===== config.mk =====
export PLATFORM = sky130hd
export DESIGN_NAME = seg_xlate_unit
export DESIGN_NICKNAME = d
export VERILOG_FILES = /design/src/rtl/seg_xlate_pkg.sv /design/src/rtl/seg_table.sv /design/src/rtl/seg_check.sv /design/src/rtl/seg_xlate_unit.sv
export SDC_FILE = /design/constraint.sdc
export NUM_CORES = 1
export LEC_CHECK = 0
export ABC_AREA = 1
export CAP_MARGIN = 20
export CORE_MARGIN = 3
export CORE_UTILIZATION = 60
export DETAILED_ROUTE_END_ITERATION = 12
export PLACE_DENSITY_LB_ADDON = 0.25
export SLEW_MARGIN = 20
export SYNTH_ARGS = -nofsm -noshare
export SYNTH_HDL_FRONTEND = slang
export SYNTH_SLANG_ARGS = --single-unit

===== constraint.sdc =====
create_clock -name clk_i -period 2.7 [get_ports clk_i]
set_clock_uncertainty 0.2 [all_clocks]
set_input_delay 0.405 -clock clk_i [delete_from_list [all_inputs] [get_ports clk_i]]
set_output_delay 0.405 -clock clk_i [all_outputs]
set_load 0.02 [all_outputs]

===== src/rtl/seg_xlate_pkg.sv =====
package seg_xlate_pkg;

  typedef enum logic [1:0] {
    ACC_READ  = 2'd0,
    ACC_WRITE = 2'd1,
    ACC_FETCH = 2'd2,
    ACC_RSVD  = 2'd3
  } acc_e;

  typedef struct packed {
    logic x;
    logic w;
    logic r;
  } perm_t;

  typedef enum logic [2:0] {
    FLT_NONE,
    FLT_SEG_RANGE,
    FLT_SEG_INVALID,
    FLT_LIMIT,
    FLT_PERM
  } fault_e;

endpackage


===== src/rtl/seg_table.sv =====
module seg_table
  import seg_xlate_pkg::*;
#(
  parameter int SEG_CNT = 8,
  parameter int SEG_W   = 3,
  parameter int OFF_W   = 12,
  parameter int PA_W    = 16,
  parameter int LEN_W   = 4
) (
  input  logic             clk_i,
  input  logic             rst_ni,
  input  logic             cfg_we_i,
  input  logic             cfg_priv_i,
  input  logic             cfg_len_sel_i,
  input  logic [SEG_W-1:0] cfg_idx_i,
  input  logic [PA_W-1:0]  cfg_base_i,
  input  logic [OFF_W:0]   cfg_limit_i,
  input  logic             cfg_valid_i,
  input  perm_t            cfg_perm_i,
  input  logic [LEN_W-1:0] cfg_len_i,
  input  logic [SEG_W-1:0] rd_idx_i,
  output logic [LEN_W-1:0] len_o,
  output logic [PA_W-1:0]  rd_base_o,
  output logic [OFF_W:0]   rd_limit_o,
  output logic             rd_valid_o,
  output perm_t            rd_perm_o
);

  logic                  cfg_wr;
  logic [LEN_W-1:0]      len_q;
  logic [SEG_CNT-1:0][PA_W-1:0] base_all;
  logic [SEG_CNT-1:0][OFF_W:0]  limit_all;
  logic [SEG_CNT-1:0]           valid_all;
  perm_t [SEG_CNT-1:0]          perm_all;

  assign cfg_wr = cfg_we_i && cfg_priv_i;

  always_ff @(posedge clk_i or negedge rst_ni) begin
    if (!rst_ni)                     len_q <= '0;
    else if (cfg_wr && cfg_len_sel_i) len_q <= cfg_len_i;
  end

  for (genvar e = 0; e < SEG_CNT; e++) begin : g_ent
    logic [PA_W-1:0] base_q;
    logic [OFF_W:0]  limit_q;
    logic            valid_q;
    perm_t           perm_q;
    logic            hit;

    assign hit = cfg_wr && !cfg_len_sel_i && (cfg_idx_i == SEG_W'(e));

    always_ff @(posedge clk_i or negedge rst_ni) begin
      if (!rst_ni) begin
        base_q  <= '0;
        limit_q <= '0;
        valid_q <= 1'b0;
        perm_q  <= '0;
      end else if (hit) begin
        base_q  <= cfg_base_i;
        limit_q <= cfg_limit_i;
        valid_q <= cfg_valid_i;
        perm_q  <= cfg_perm_i;
      end
    end

    assign base_all[e]  = base_q;
    assign limit_all[e] = limit_q;
    assign valid_all[e] = valid_q;
    assign perm_all[e]  = perm_q;
  end

  always_comb begin
    if (int'(rd_idx_i) < SEG_CNT) begin
      rd_base_o  = base_all[rd_idx_i];
      rd_limit_o = limit_all[rd_idx_i];
      rd_valid_o = valid_all[rd_idx_i];
      rd_perm_o  = perm_all[rd_idx_i];
    end else begin
      rd_base_o  = '0;
      rd_limit_o = '0;
      rd_valid_o = 1'b0;
      rd_perm_o  = '0;
    end
  end

  assign len_o = len_q;

  assert_unpriv_ignored_R9 : assert property (@(posedge clk_i) disable iff (!rst_ni)
    (cfg_we_i && !cfg_priv_i) |=> $stable(len_q));

endmodule


===== src/rtl/seg_check.sv =====
module seg_check
  import seg_xlate_pkg::*;
#(
  parameter int SEG_W = 3,
  parameter int OFF_W = 12,
  parameter int PA_W  = 16,
  parameter int LEN_W = 4
) (
  input  logic [SEG_W-1:0] seg_i,
  input  logic [OFF_W-1:0] off_i,
  input  acc_e             acc_i,
  input  logic [LEN_W-1:0] len_i,
  input  logic             ent_valid_i,
  input  perm_t            ent_perm_i,
  input  logic [PA_W-1:0]  ent_base_i,
  input  logic [OFF_W:0]   ent_limit_i,
  output fault_e           fault_o,
  output logic [PA_W-1:0]  paddr_o
);

  logic allowed;

  always_comb begin
    unique case (acc_i)
      ACC_READ:  allowed = ent_perm_i.r;
      ACC_WRITE: allowed = ent_perm_i.w;
      ACC_FETCH: allowed = ent_perm_i.x;
      default:   allowed = 1'b0;
    endcase
  end

  // priority: length, validation bit, limit, rights
  always_comb begin
    if (!(LEN_W'(seg_i) < len_i))              fault_o = FLT_SEG_RANGE;
    else if (!ent_valid_i)                      fault_o = FLT_SEG_INVALID;
    else if (!({1'b0, off_i} < ent_limit_i))    fault_o = FLT_LIMIT;
    else if (!allowed)                          fault_o = FLT_PERM;
    else                                        fault_o = FLT_NONE;
  end

  assign paddr_o = (fault_o == FLT_NONE) ? ent_base_i + PA_W'(off_i) : '0;

endmodule


===== src/rtl/seg_xlate_unit.sv =====
module seg_xlate_unit
  import seg_xlate_pkg::*;
#(
  parameter int SEG_CNT = 8,
  parameter int OFF_W   = 12,
  parameter int PA_W    = 16,
  localparam int SEG_W  = (SEG_CNT > 1) ? $clog2(SEG_CNT) : 1,
  localparam int LEN_W  = $clog2(SEG_CNT + 1)
) (
  input  logic             clk_i,
  input  logic             rst_ni,
  input  logic             req_valid_i,
  input  logic [SEG_W-1:0] req_seg_i,
  input  logic [OFF_W-1:0] req_off_i,
  input  logic [1:0]       req_acc_i,
  input  logic             cfg_we_i,
  input  logic             cfg_priv_i,
  input  logic             cfg_len_sel_i,
  input  logic [SEG_W-1:0] cfg_idx_i,
  input  logic [PA_W-1:0]  cfg_base_i,
  input  logic [OFF_W:0]   cfg_limit_i,
  input  logic             cfg_valid_i,
  input  logic [2:0]       cfg_perm_i,
  input  logic [LEN_W-1:0] cfg_len_i,
  output logic             rsp_valid_o,
  output logic [PA_W-1:0]  rsp_paddr_o,
  output logic             fault_seg_o,
  output logic             fault_range_o,
  output logic             fault_perm_o
);

  logic [LEN_W-1:0] len;
  logic [PA_W-1:0]  ent_base;
  logic [OFF_W:0]   ent_limit;
  logic             ent_valid;
  perm_t            ent_perm;
  fault_e           fault;
  logic [PA_W-1:0]  paddr_c;

  seg_table #(
    .SEG_CNT(SEG_CNT), .SEG_W(SEG_W), .OFF_W(OFF_W), .PA_W(PA_W), .LEN_W(LEN_W)
  ) u_table (
    .clk_i         (clk_i),
    .rst_ni        (rst_ni),
    .cfg_we_i      (cfg_we_i),
    .cfg_priv_i    (cfg_priv_i),
    .cfg_len_sel_i (cfg_len_sel_i),
    .cfg_idx_i     (cfg_idx_i),
    .cfg_base_i    (cfg_base_i),
    .cfg_limit_i   (cfg_limit_i),
    .cfg_valid_i   (cfg_valid_i),
    .cfg_perm_i    (perm_t'(cfg_perm_i)),
    .cfg_len_i     (cfg_len_i),
    .rd_idx_i      (req_seg_i),
    .len_o         (len),
    .rd_base_o     (ent_base),
    .rd_limit_o    (ent_limit),
    .rd_valid_o    (ent_valid),
    .rd_perm_o     (ent_perm)
  );

  seg_check #(
    .SEG_W(SEG_W), .OFF_W(OFF_W), .PA_W(PA_W), .LEN_W(LEN_W)
  ) u_check (
    .seg_i       (req_seg_i),
    .off_i       (req_off_i),
    .acc_i       (acc_e'(req_acc_i)),
    .len_i       (len),
    .ent_valid_i (ent_valid),
    .ent_perm_i  (ent_perm),
    .ent_base_i  (ent_base),
    .ent_limit_i (ent_limit),
    .fault_o     (fault),
    .paddr_o     (paddr_c)
  );

  always_ff @(posedge clk_i or negedge rst_ni) begin
    if (!rst_ni) begin
      rsp_valid_o   <= 1'b0;
      rsp_paddr_o   <= '0;
      fault_seg_o   <= 1'b0;
      fault_range_o <= 1'b0;
      fault_perm_o  <= 1'b0;
    end else begin
      rsp_valid_o   <= req_valid_i;
      rsp_paddr_o   <= req_valid_i ? paddr_c : '0;
      fault_seg_o   <= req_valid_i && (fault == FLT_SEG_RANGE || fault == FLT_SEG_INVALID);
      fault_range_o <= req_valid_i && (fault == FLT_LIMIT);
      fault_perm_o  <= req_valid_i && (fault == FLT_PERM);
    end
  end

  assert_rsp_follows_req_R2 : assert property (@(posedge clk_i) disable iff (!rst_ni)
    req_valid_i |=> rsp_valid_o);

  assert_idle_quiet_R2 : assert property (@(posedge clk_i) disable iff (!rst_ni)
    !req_valid_i |=> !rsp_valid_o && !fault_seg_o && !fault_range_o && !fault_perm_o);

  assert_one_fault_R8 : assert property (@(posedge clk_i) disable iff (!rst_ni)
    $onehot0({fault_seg_o, fault_range_o, fault_perm_o}));

  assert_fault_zero_addr_R8 : assert property (@(posedge clk_i) disable iff (!rst_ni)
    (fault_seg_o || fault_range_o || fault_perm_o) |-> (rsp_paddr_o == '0) && rsp_valid_o);

  assert_len_bound_R3 : assert property (@(posedge clk_i) disable iff (!rst_ni)
    (req_valid_i && !(LEN_W'(req_seg_i) < len)) |=> fault_seg_o);

endmodule


==> results_dict.tcl <==
set metrics [dict create \
    hold_viol_final 0 \
    wirelength_um 36790 \
    min_period_ps 2583 \
    coreArea_sq_mm 0.02196 \
    grt_pass1_wl_um 58810 \
    clkPwrFrac_pct 35.6 \
    ys_seq_area_share_pct 53.49 \
    worst_pin_slew_ps 787.3 \
    synthArstFlopShare_pct 100.0 \
    synth_area_leaders "dfrtp_1, o21ai_0, nand2_1" \
    cts_max_level 1 \
    drt_iter0_drc 1331 \
    whs_path_depth 1 \
    grt_max_degree 67 \
    synth_nets 1712 \
    hold_start "req_valid_i" \
    p_switching_mw 3.271 \
    avgViaCountPerCell 5.877 \
    wl_per_cell_um 17.97 \
    num_antenna_cells 0 \
    outcome "completed" \
    hold_end "rsp_valid_o" \
    worstPathMaxFanout 17 \
    power_density_mw_per_mm2 722.0 \
    synth_edf_count 0 \
    fill_cells 1626 \
    fmax_mhz 387.1 \
    die_area_sq_mm 0.02429 \
    p_int_mw 8.490 \
    drt_first_pass_iters 7 \
    grt_pass1_vias 11350 \
    startpoint_type "primary input" \
    setup_tns_ps 0 \
    cts_tree "yes" \
    antenna_found_initial 1 \
    yosys_register_bits 288 \
    setup_viol 0 \
    rows 54 \
    drc 0 \
    die_h_um 155.9 \
    synth_top_area_share_pct 53.49 \
    cts_buffer_depth 3 \
    dpl.hpwl_um 23080 \
    rrSetupSlack_ps 130 \
    p_comb_share_pct 17.9 \
    syn_avg_cell_area_sq_um 8.301 \
    syn_inst 1623 \
    synth_area_sq_mm 0.01347 \
    reg2reg_to "rsp_paddr_o[12]" \
    cts_root_buf "clkbuf_16" \
    vdd_drop_max_uv 645.2 \
    gp_congestion 0.9224 \
    slew_headroom_pct 47.51 \
    synthFlopType "dfrtp_1" \
    drv_slew 0 \
    rsz0062_at_grt "no" \
    period_share_pct 95.68 \
    grtUsageTotal_pct 30.14 \
    cts_buffers 29 \
    yosysTopAreaCell "dfrtp_1" \
    synth.most_common_cell "o21ai_0" \
    fin_nets 1836 \
    ant_nets 0 \
    path_class "primary input to flop" \
    layout-drive-gt1-share_pct 10.81 \
    cp_data_arrival_time_ps 2800 \
    ys_warn_count 0 \
    io_buffer_count 82 \
    max_cap_violations 0 \
    clkSinkCount 288 \
    post-route-util_pct 74.19 \
    start_util_pct 61.36 \
    cp.required_ps 2910 \
    gr-total-overflow 0 \
    clk_pin_slew_ps 60 \
    reg2reg_from "u_table.g_ent[6].base_q[0]" \
    synth_cell_types 34 \
    r2r_cells 12 \
    yosys-top-cells-count "o21ai_0, nand2_1, dfrtp_1, nor2_1, inv_1" \
    min-delay-path-class "primary input to flop" \
    worstSkewPairLatency_ps 560 \
    critPathCaptureType "flop" \
    ios 83 \
    die_w_um 155.9 \
    pwr-share-seq_pct 46.5 \
    holdWs_ps 137.8 \
    route.vias.total 12030 \
    p_leak_nw 7.755 \
    area_growth_syn_to_layout_pct 20.92 \
    swShare_pct 27.81 \
]
-- cell families (layout without fill, tap and decap cells) --
group	Yosys count	in the layout	synth area share, %
simple gates	640	640	19.20
compound gates	464	464	18.03
flops	288	288	53.49
buf+inv	192	336	5.934
fa+ha+maj	26	26	2.470
xor+xnor	11	11	0.7151
mux	2	2	0.1672
-- sequential cells by signal, summed over array words and instances (netlist names) --
name                   flops
fault_perm_o               1
fault_range_o              1
fault_seg_o                1
rsp_paddr_o               16
rsp_valid_o                1
u_table.g_ent.base_q     128
u_table.g_ent.limit_q    104
u_table.g_ent.perm_q      24
u_table.g_ent.valid_q      8
u_table.len_o              4
-- worst max path at each step --
stage                 start         endpoint  slack (ps)  cells after the start
2_1_floorplan  req_seg_i[0]  rsp_paddr_o[12]        -130                     17
3_3_place_gp   req_seg_i[2]   rsp_paddr_o[4]        -330                     13
3_5_place_dp   req_seg_i[2]   rsp_paddr_o[7]        -410                     13
4_1_cts        req_seg_i[2]   rsp_paddr_o[2]         100                     13
5_1_grt        req_seg_i[0]  rsp_paddr_o[14]           2                     17
6_report       req_seg_i[0]  rsp_paddr_o[12]         120                     14
-- power by group through the flow --
stage	clock network [mW]	logic (mW)	registers, mW
3_3_place_gp	0	1.98	5.49
4_1_cts	4.21	2.09	5.46
6_report	4.19	2.10	5.47
2_1_floorplan	0	1.30	5.43
5_1_grt	4.39	2.40	5.54
3_5_place_dp	0	2.06	5.52
-- layout by cell type (no fill, tap or decap), types with 11 or more instances in the layout --
cell type / instances
o21ai_0: 383
nand2_1: 376
dfrtp_1: 288
nor2_1: 183
buf_4: 101
inv_1: 82
clkdlybuf4s50_1: 79
nand3_1: 49
clkbuf_16: 29
o22ai_1: 25
ha_1: 24
a21oi_1: 20
buf_12: 17
a31oi_1: 13
o221ai_1: 11
-- what timing repair did --
item                                   in CTS  in global routing
setup buffers                               0                  0
setup endpoints to repair                   0                 18
resized for setup                           0                  6
hold buffers                                1                  0
endpoints found under the hold margin      57                  0
-- routing by layer --
| layer | vias up | global-route usage (%) | share of wire [%] |
|---|---|---|---|
| met2 | 530 | 47.13 | 46 |
| met5 | - | 0 | 0.035 |
| met4 | 2 | 8.957 | 2.3 |
| met1 | 5792 | 43.54 | 42 |
| li1 | 5629 | - | - |
| met3 | 78 | 5.631 | 9.1 |
-- final cells by class --
cell class              instances  area (sq um)  area share [%]
clock buffers                  41         830.8           5.099
clock inverters                10         157.7          0.9677
inverters                      84         317.8           1.951
multi-input cells            1143          5498           33.75
flip-flops and latches        288          7207           44.24
well taps                     280         350.3           2.150
repair buffers                201          1931           11.85
-- worst max-delay path, cell delays in order --
cell     delay (ps)
buf_4           120
buf_4           260
buf_4           180
o21ai_0         110
o22ai_1         190
nor2_1           60
a31oi_1         200
ha_1            310
a21oi_1         230
nand2_2         130
nand3_2          70
nand4_1         110
xnor2_1         350
nor3_2           60
-- stage by stage --
stage / setup WS [ps] / cell area [sq um] / total power, mW / cells
floorplan: -129.6 / 13530 / 6.733 / 1623
global placement: -332.9 / 15270 / 7.468 / 1995
detailed placement: -413.1 / 15270 / 7.581 / 1995
CTS: 97.91 / 16270 / 11.76 / 2047
global route: 1.892 / 16290 / 12.33 / 2047
finish: 116.7 / 16290 / 11.76 / 2047
Note: power is estimated with default switching activity, not from simulation.
